`src/rtl/sa_filt_pkg.sv`:
```
package sa_filt_pkg;
  localparam int MAC_BYTES = 6;
  localparam int MAC_W     = 8 * MAC_BYTES;
  localparam int CODE_W    = 8;

  // Byte k of a stored address equals the received byte (k out of range: no match)
  function automatic logic byte_match(input logic [MAC_W-1:0] addr, input int k,
                                      input logic [7:0] b);
    if (k < 0 || k >= MAC_BYTES) return 1'b0;
    return addr[k*8 +: 8] == b;
  endfunction

  // Accept code reported for a winning slot
  function automatic logic [CODE_W-1:0] accept_code(input int base, input int idx);
    return CODE_W'(base + idx);
  endfunction
endpackage

```
`src/rtl/sa_slot_regs.sv`:
```
module sa_slot_regs
  import sa_filt_pkg::*;
#(
  parameter int NUM_SLOTS = 4,
  parameter int AW        = $clog2(2 * NUM_SLOTS)
) (
  input  logic                            clk,
  input  logic                            rst_n,
  input  logic                            wr_en,
  input  logic [AW-1:0]                   wr_addr,
  input  logic [31:0]                     wr_data,
  input  logic [AW-1:0]                   rd_addr,
  output logic [31:0]                     rd_data,
  output logic [NUM_SLOTS-1:0][MAC_W-1:0] slot_addr,
  output logic [NUM_SLOTS-1:0]            slot_active,
  output logic [NUM_SLOTS-1:0]            lo_wr,
  output logic [NUM_SLOTS-1:0]            hi_wr
);
  localparam int HI_W = MAC_W - 32;

  logic [NUM_SLOTS-1:0][MAC_W-1:0] addr_q;
  logic [NUM_SLOTS-1:0]            act_q;

  for (genvar s = 0; s < NUM_SLOTS; s++) begin : g_sel
    assign lo_wr[s] = wr_en && (wr_addr == AW'(2 * s));
    assign hi_wr[s] = wr_en && (wr_addr == AW'(2 * s + 1));
  end

  always_ff @(posedge clk or negedge rst_n) begin
    if (!rst_n) begin
      addr_q <= '0;
      act_q  <= '0;
    end else begin
      for (int s = 0; s < NUM_SLOTS; s++) begin
        if (lo_wr[s]) begin
          addr_q[s][31:0] <= wr_data;
          act_q[s]        <= 1'b0;
        end else if (hi_wr[s]) begin
          addr_q[s][MAC_W-1:32] <= wr_data[HI_W-1:0];
          act_q[s]              <= 1'b1;
        end
      end
    end
  end

  always_comb begin
    rd_data = '0;
    for (int s = 0; s < NUM_SLOTS; s++) begin
      if (rd_addr == AW'(2 * s))     rd_data = addr_q[s][31:0];
      if (rd_addr == AW'(2 * s + 1)) rd_data = {{(32-HI_W){1'b0}}, addr_q[s][MAC_W-1:32]};
    end
  end

  assign slot_addr   = addr_q;
  assign slot_active = act_q;
endmodule

```
`src/rtl/sa_frame_tracker.sv`:
```
module sa_frame_tracker
  import sa_filt_pkg::*;
#(
  parameter int NUM_SLOTS = 4
) (
  input  logic                            clk,
  input  logic                            rst_n,
  input  logic                            rx_valid,
  input  logic                            rx_sof,
  input  logic [7:0]                      rx_byte,
  input  logic [NUM_SLOTS-1:0][MAC_W-1:0] slot_addr,
  input  logic [NUM_SLOTS-1:0]            slot_active,
  output logic                            frame_done,
  output logic [NUM_SLOTS-1:0]            final_hit,
  output logic                            final_bcast
);
  localparam int CW = $clog2(MAC_BYTES + 1);

  logic [NUM_SLOTS-1:0][MAC_W-1:0] snap_q;
  logic [NUM_SLOTS-1:0]            run_hit_q, cur_hit;
  logic                            run_bc_q, cur_bc;
  logic [CW-1:0]                   cnt_q, pos;
  logic                            in_frame_q, first, take;

  assign first = rx_valid && rx_sof;
  assign take  = rx_valid && (rx_sof || in_frame_q);
  assign pos   = first ? '0 : cnt_q;

  // First byte compares against live slots; later bytes against the snapshot
  always_comb begin
    for (int s = 0; s < NUM_SLOTS; s++) begin
      cur_hit[s] = (first ? slot_active[s] : run_hit_q[s]) &&
                   byte_match(first ? slot_addr[s] : snap_q[s], int'(pos), rx_byte);
    end
    cur_bc = (first ? 1'b1 : run_bc_q) && (rx_byte == 8'hFF);
  end

  assign frame_done  = take && (pos == CW'(MAC_BYTES - 1));
  assign final_hit   = cur_hit;
  assign final_bcast = cur_bc;

  always_ff @(posedge clk or negedge rst_n) begin
    if (!rst_n) begin
      snap_q     <= '0;
      run_hit_q  <= '0;
      run_bc_q   <= 1'b0;
      cnt_q      <= '0;
      in_frame_q <= 1'b0;
    end else if (take) begin
      if (first) snap_q <= slot_addr;
      run_hit_q  <= cur_hit;
      run_bc_q   <= cur_bc;
      cnt_q      <= pos + CW'(1);
      in_frame_q <= !frame_done;
    end
  end
endmodule

```
`src/rtl/sa_prio_pick.sv`:
```
module sa_prio_pick #(
  parameter int NUM_SLOTS = 4,
  parameter int SW        = (NUM_SLOTS > 1) ? $clog2(NUM_SLOTS) : 1
) (
  input  logic [NUM_SLOTS-1:0] hit_vec,
  output logic                 any_hit,
  output logic [SW-1:0]        win_idx
);
  // Ascending scan: the last set bit (highest index) wins
  always_comb begin
    any_hit = 1'b0;
    win_idx = '0;
    for (int s = 0; s < NUM_SLOTS; s++) begin
      if (hit_vec[s]) begin
        any_hit = 1'b1;
        win_idx = SW'(s);
      end
    end
  end
endmodule

```
`src/rtl/eth_station_filter.sv`:
```
module eth_station_filter
  import sa_filt_pkg::*;
#(
  parameter int NUM_SLOTS   = 4,
  parameter int ACCEPT_BASE = 4,
  parameter int AW          = $clog2(2 * NUM_SLOTS),
  parameter int SW          = (NUM_SLOTS > 1) ? $clog2(NUM_SLOTS) : 1
) (
  input  logic              clk,
  input  logic              rst_n,
  input  logic              wr_en,
  input  logic [AW-1:0]     wr_addr,
  input  logic [31:0]       wr_data,
  input  logic [AW-1:0]     rd_addr,
  output logic [31:0]       rd_data,
  input  logic              rx_valid,
  input  logic              rx_sof,
  input  logic [7:0]        rx_byte,
  output logic              res_valid,
  output logic              res_hit,
  output logic [SW-1:0]     res_slot,
  output logic [CODE_W-1:0] res_code,
  output logic              res_bcast
);
  logic [NUM_SLOTS-1:0][MAC_W-1:0] slot_addr;
  logic [NUM_SLOTS-1:0]            slot_active, lo_wr, hi_wr, final_hit;
  logic                            frame_done, final_bcast, any_hit;
  logic [SW-1:0]                   win_idx;

  sa_slot_regs #(.NUM_SLOTS(NUM_SLOTS), .AW(AW)) u_regs (
    .clk(clk), .rst_n(rst_n), .wr_en(wr_en), .wr_addr(wr_addr), .wr_data(wr_data),
    .rd_addr(rd_addr), .rd_data(rd_data), .slot_addr(slot_addr),
    .slot_active(slot_active), .lo_wr(lo_wr), .hi_wr(hi_wr)
  );

  sa_frame_tracker #(.NUM_SLOTS(NUM_SLOTS)) u_track (
    .clk(clk), .rst_n(rst_n), .rx_valid(rx_valid), .rx_sof(rx_sof), .rx_byte(rx_byte),
    .slot_addr(slot_addr), .slot_active(slot_active), .frame_done(frame_done),
    .final_hit(final_hit), .final_bcast(final_bcast)
  );

  sa_prio_pick #(.NUM_SLOTS(NUM_SLOTS), .SW(SW)) u_pick (
    .hit_vec(final_hit), .any_hit(any_hit), .win_idx(win_idx)
  );

  always_ff @(posedge clk or negedge rst_n) begin
    if (!rst_n) begin
      res_valid <= 1'b0;
      res_hit   <= 1'b0;
      res_slot  <= '0;
      res_code  <= '0;
      res_bcast <= 1'b0;
    end else begin
      res_valid <= frame_done;
      res_hit   <= frame_done && any_hit;
      res_slot  <= (frame_done && any_hit) ? win_idx : '0;
      res_code  <= (frame_done && any_hit) ? accept_code(ACCEPT_BASE, int'(win_idx)) : '0;
      res_bcast <= frame_done && final_bcast;
    end
  end
endmodule

```
`config.mk`:
```
export PLATFORM = sky130hd
export DESIGN_NAME = eth_station_filter
export DESIGN_NICKNAME = d
export VERILOG_FILES = /design/src/rtl/sa_filt_pkg.sv /design/src/rtl/sa_slot_regs.sv /design/src/rtl/sa_frame_tracker.sv /design/src/rtl/sa_prio_pick.sv /design/src/rtl/eth_station_filter.sv
export SDC_FILE = /design/constraint.sdc
export NUM_CORES = 1
export LEC_CHECK = 0
export CELL_PAD_IN_SITES_DETAIL_PLACEMENT = 1
export CELL_PAD_IN_SITES_GLOBAL_PLACEMENT = 2
export CORE_MARGIN = 3
export CORE_UTILIZATION = 40
export DETAILED_ROUTE_END_ITERATION = 8
export PLACE_DENSITY_LB_ADDON = 0.2
export SYNTH_ARGS = -nofsm -noshare
export SYNTH_HDL_FRONTEND = slang
export SYNTH_SLANG_ARGS = --single-unit
export TNS_END_PERCENT = 20
```
`constraint.sdc`:
```
create_clock -name clk -period 4.2 [get_ports clk]
set_input_delay 1.26 -clock clk [delete_from_list [all_inputs] [get_ports clk]]
set_output_delay 1.26 -clock clk [all_outputs]
set_load 0.01 [all_outputs]
```
After elaboration in Yosys (flattened, before gate mapping)
Index checks and enable logic that the tools add are counted.
- $add $sub $neg: 2
- multiplexer cells: 41
- shifts and indexed selects: 4
- bitwise gates (word level): 4
- order comparisons: 1
- eq/ne operators: 20
- reduce and logical (&&, ||, !) cells: 31
- operators with widths (cell ; count):
    $mux 32 ; 8
    $mux 48 ; 4
    $shiftx 48x7->8 ; 4
    $eq 8x8->1 ; 4
    $eq 3x3->1 const B ; 9
    $mux 1 ; 24
    $logic_and 1x1->1 ; 18
    $eq 3x2->1 const B ; 4
    $reduce_and 2->1 ; 5
    $eq 8x8->1 const B ; 1
    $reduce_bool 2->1 ; 4
    $eq 3x1->1 const B ; 2
    $logic_not 3->1 ; 2
    $mux 2 ; 3
    $add 3x2->4 const A ; 1
    $mux 4 ; 1
    $not 1->1 ; 4
    $add 3x1->3 const B ; 1
    $ge 3x3->1 const B ; 1
    $mux 3 ; 1
    $logic_not 1->1 ; 1
    $logic_or 1x1->1 ; 1
- output and inout bits: 45
- bits in registers: 406

Longest topological paths before layout
- depth after elaboration: 12
- mapped depth: 12
- mapped depth without buffers: 7

Hierarchy
A second synthesis with hierarchy kept.
- cell total of the unflattened synthesis: 1923
- area, all modules: 20048.0 um2
- modules (own cells, without submodules) (module ; area an instance (um2) ; cells an instance ; instances ; sequential area each (um2)):
    sa_frame_tracker ; 10312.4 ; 1196 ; 1 ; 5029.8
    sa_slot_regs ; 9495.4 ; 705 ; 1 ; 4904.7
    eth_station_filter ; 216.5 ; 18 ; 1 ; 125.1
    sa_prio_pick ; 23.8 ; 4 ; 1 ; 0.0

Least setup slack after synthesis
Ideal clock, no wire load.
- path kind: in2out
- start: input rd_addr[2]
- end: output rd_data[12]
- cell stages on the path: 7
- slack: 0.183 ns
- arrival time: 2.757 ns
- path buffers: 3
- required time: 2.940 ns
- cell sequence: clkbuf_1 -> clkbuf_1 -> clkbuf_1 -> o21ai_0 -> nand2_1 -> a21oi_1 -> nor2_1
- cells in the longest elaborated chain, start to end: 9
- RTL lines (item ; line ; source):
    start, declared ; eth_station_filter.sv:14 ; input logic [AW-1:0] rd_addr,
    $logic_not 3->1 ; sa_slot_regs.sv:49 ; if (rd_addr == AW'(2 * s)) rd_data = addr_q[s][31:0];
    $mux 32 ; sa_slot_regs.sv:49 ;
    $mux 32 ; sa_slot_regs.sv:50 ; if (rd_addr == AW'(2 * s + 1)) rd_data = {{(32-HI_W){1'b0}}, addr_q[s][MAC_W-1:32]};
    $mux 32 ; sa_slot_regs.sv:49 ;
    $mux 32 ; sa_slot_regs.sv:50 ;
    $mux 32 ; sa_slot_regs.sv:49 ;
    $mux 32 ; sa_slot_regs.sv:50 ;
    $mux 32 ; sa_slot_regs.sv:49 ;
    $mux 32 * ; sa_slot_regs.sv:50 ;
    end, declared ; eth_station_filter.sv:15 ; output logic [31:0] rd_data,
Every way passes the cells marked *; elsewhere a longest branch is shown, timed or not.

Worst setup path after layout
- start: input rd_addr[1]
- end: output rd_data[2]
The elaborated chain is that of the path after synthesis.

==> impl_results.md <==
* Status: completed
* Row count at slightly below 80
* Gate count of the mapped netlist at 1883
* Top_reg_cell synth: dfrtp_1
* Setup tns final at 0 ns
* Most frequent cells in the layout: nand2_1 (622), dfrtp_1 (401), mux2_2 (207)
* Leading area contributor after synthesis: dfrtp_1
* Clock skew at ~0.029 ns
* Async S/R FF share, synth at 100%
* Pin count of the biggest net entering global routing at ~110
* Flop-to-flop setup slack at 0.86 ns
* Die area at 51000 sq um
* Final WL at 69.1 mm
* FF+latch area at 10100 sq um
* Power Density at between 500 and 600 nW/um^2
* Final Max Tran Viols at 0
* Fraction of the yosys area taken by sequential cells at 52.1%
* Final min period at 4.16 ns
* Commonest non-fill, non-tap cell in the layout: nand2_1
* Crit Path Class: primary input to output port
* Worst-skew pair later-pin latency at approximately 0.58 ns
* Remaining Overflow, GRT at 0
* # fillers at approximately 5000
* Largest stage delay, worst path at 0.48 ns
* CP Max Fanout at 30
* Drt drc at 0
* Initial Util at 41.0%
* Fmax at 240 MHz
* Setup violators final at 0
* Flops & latches, synth at 402
* Area occupied by multi-input gates at 8610 sq um
* HPWL after DPL at 49.3 mm
* Worst Tran Pin Value at 1.11 ns
* FF-to-FF path depth at 9
* Static Leak at between 0.01 and 0.015 uW
* Die span in y at 226 microns
* # hold bufs at CTS at 0
* DRT antenna net count at 0
* Clock slew seen by the registers of the worst setup and hold paths at 0.06 ns
* Peak VDD IR at 0.340 mV
* RSZ-0062 raised after global routing: yes
* Dpl cells at 2578
* Mean Syn Cell Area at slightly above 10 sq um
* Die Span X at 226 microns
* I/O Buffers at 90
* CTS Buf Count at 46
* RePlAce Congestion at 0.879
* Synth Cell Area at 19300 sq um
* Vias at 14900
* Hold EP: u_track.snap_q[107]
* Post-synth EDFFs at 0
* MaxCap Viol Count at 0
* Via/cell ratio at 5.60
* Startpoint types: primary input
* Iter 0 DRT Violations at 960
* IO Pins at 96
* Drt first pass iters at 5
* Worst r2r src: u_track.cnt_q[0]
* Clock Path Buffers at 3
* Required @ worst endpoint at 2.94 ns
* CTS Sinks at 402
* Antenna violations before repair at 3
* Gr usage total at between 20 and 30%
* Root Buffer: clkbuf_16
* Final Hold Fails at 0
* Syn-to-layout area delta at 19.2%
* Netlist cell types at 66
* Share of layout cells above drive strength 1 at 22.6%
* Worst hold path cell count at 2
* Worst hold start: u_track.snap_q[107]
* RR Endpoint: res_code[1]
* Wire per inst at 26.0 microns
* Nets at 2072
* CP Capture Type: output port
* Crit path max-delay cell type: clkdlybuf4s50_1
* Synth warnings at 0
* Ranking of synthesized cells by area: dfrtp_1 (52%), nand2_1 (12%), mux2_2 (12%), mux4_2 (3.7%), mux2i_1 (3.5%)
* Synth top area share at 52.1%
* Crit-path cells: buf_6, buf_16, mux2i_2, nor2_1, a211oi_1, a21oi_1, a21oi_1, nor2_1, clkdlybuf4s50_1
* First-pass GRT wire length at 104 mm
* Ant diodes at 0
* CTS tree: built
* Core region area at 47100 sq um
* Non-Filler Instances at roughly 2700
* Max H-tree Level at 2
* Number of global-route vias before repair at 16000
* Critical path arrival at 2.90 ns
* Hold Path Class: flop to flop
* Final critical-path share of the clock period at 99.1%
* Slew HR at 26.0%
-- power breakdown --
part | internal [uW] | total [uW] | switching (uW) | leakage [uW]
Combinational | 1550 | 3440 | 1890 | 0.00524
Sequential | 4700 | 5520 | 811 | 0.00496
Clock | 2320 | 3930 | 1620 | 0.000718
Total | 8570 | 12900 | 4310 | 0.0109
-- cell families (layout without fill, tap and decap cells) --
group | after synthesis | in the layout | share of synthesized area (%)
mux | 310 | 310 | 19.7
other cells | 1 | 5 | 0.0194
xor+xnor | 23 | 23 | 1.04
compound gates | 194 | 194 | 6.26
flops | 402 | 402 | 52.1
fa+ha+maj | 2 | 2 | 0.130
buf+inv | 152 | 318 | 3.80
simple gates | 799 | 799 | 17.0
-- layout make-up --
cell class                      instances  area share [%]
Clock buffer                           68            5.62
Clock inverter                         14           0.712
Inverter                               14           0.228
Multi-Input combinational cell       1333            37.4
Sequential cell                       402            43.7
Tap cell                              607            3.30
Timing Repair Buffer                  222            9.06
-- critical path: cells and delay by family --
kind | cells | cell delay, ns
multiplexers | 1 | 0.22
buffers and inverters | 3 | 0.85
AND/OR/NAND/NOR | 2 | 0.12
AO/OA/AOI/OAI | 3 | 0.43
-- state kept, by name (all words and copies together) (netlist names) --
signal              flops
res_bcast               1
res_code                2
res_slot                1
res_valid               1
u_regs.slot_active      4
u_regs.slot_addr      192
u_track.cnt_q           3
u_track.in_frame_q      1
u_track.run_bc_q        1
u_track.run_hit_q       4
u_track.snap_q        192
-- timing repair --
| item | CTS | global route |
|---|---|---|
| gates resized for setup | 16 | 14 |
| pin swaps | 1 | 0 |
| buffers inserted | 0 | 0 |
| endpoints found under the setup margin | 25 | 17 |
-- routing by layer --
| metal | wire [microns] | share of wire [%] | up-vias | GRT usage, % |
|---|---|---|---|---|
| met5 | 0 | 0 | - | 0 |
| met2 | 32200 | 47 | 310 | 43.8 |
| li1 | - | - | 6686 | - |
| met4 | 2200 | 3.2 | 0 | 8.86 |
| met1 | 31200 | 45 | 7801 | 38.4 |
| met3 | 3480 | 5.0 | 96 | 5.17 |
-- synth_stat cells, types with 3 or more instances --
library cell	number
a211oi_1	17
buf_2	14
nand2_1	623
nor2_1	64
clkbuf_1	92
buf_4	12
o21ai_0	47
a221oi_1	4
and3_1	5
o221ai_1	3
xor2_1	3
o32ai_1	3
nor2b_1	19
mux2_2	207
o22ai_1	9
nand3_1	18
nand4_1	11
dfrtp_1	402
a21oi_1	64
nor4_1	7
o211ai_1	4
o31ai_1	7
mux2i_1	68
or4_1	5
mux4_2	32
buf_1	8
inv_1	14
nand4b_1	3
xnor2_1	20
nor3_1	16
a21o_1	3
a31oi_1	6
nor3b_1	18
buf_6	8
nand2b_1	3
-- worst max path at each step --
stage | startpoint | slack [ns] | depth (start not counted) | end
after floorplan | rd_addr[2] | 0.18 | 7 | rd_data[12]
after global placement | rd_addr[1] | -0.08 | 9 | rd_data[3]
after detailed placement | rd_addr[1] | -0.13 | 10 | rd_data[8]
after CTS | rd_addr[1] | 0.001 | 9 | rd_data[2]
after global routing | rd_addr[1] | -0.09 | 9 | rd_data[2]
final | rd_addr[1] | 0.04 | 9 | rd_data[2]
-- metrics by stage --
step / util [%] / setup slack (ns) / cell area [sq um] / total power [uW] / hold slack, ns
floorplan: - / 0.183 / 19300 / 7370 / 0.437
global placement: 45.6 / -0.0846 / 21500 / 8870 / 0.453
detailed placement: 45.6 / -0.133 / 21500 / 8990 / 0.456
CTS: 48.8 / 0.00137 / 23000 / 13000 / 0.470
global route: 48.8 / -0.0930 / 23000 / 13500 / 0.496
finish: 48.8 / 0.0362 / 23000 / 12900 / 0.466
Note: power is estimated with default switching activity, not from simulation.
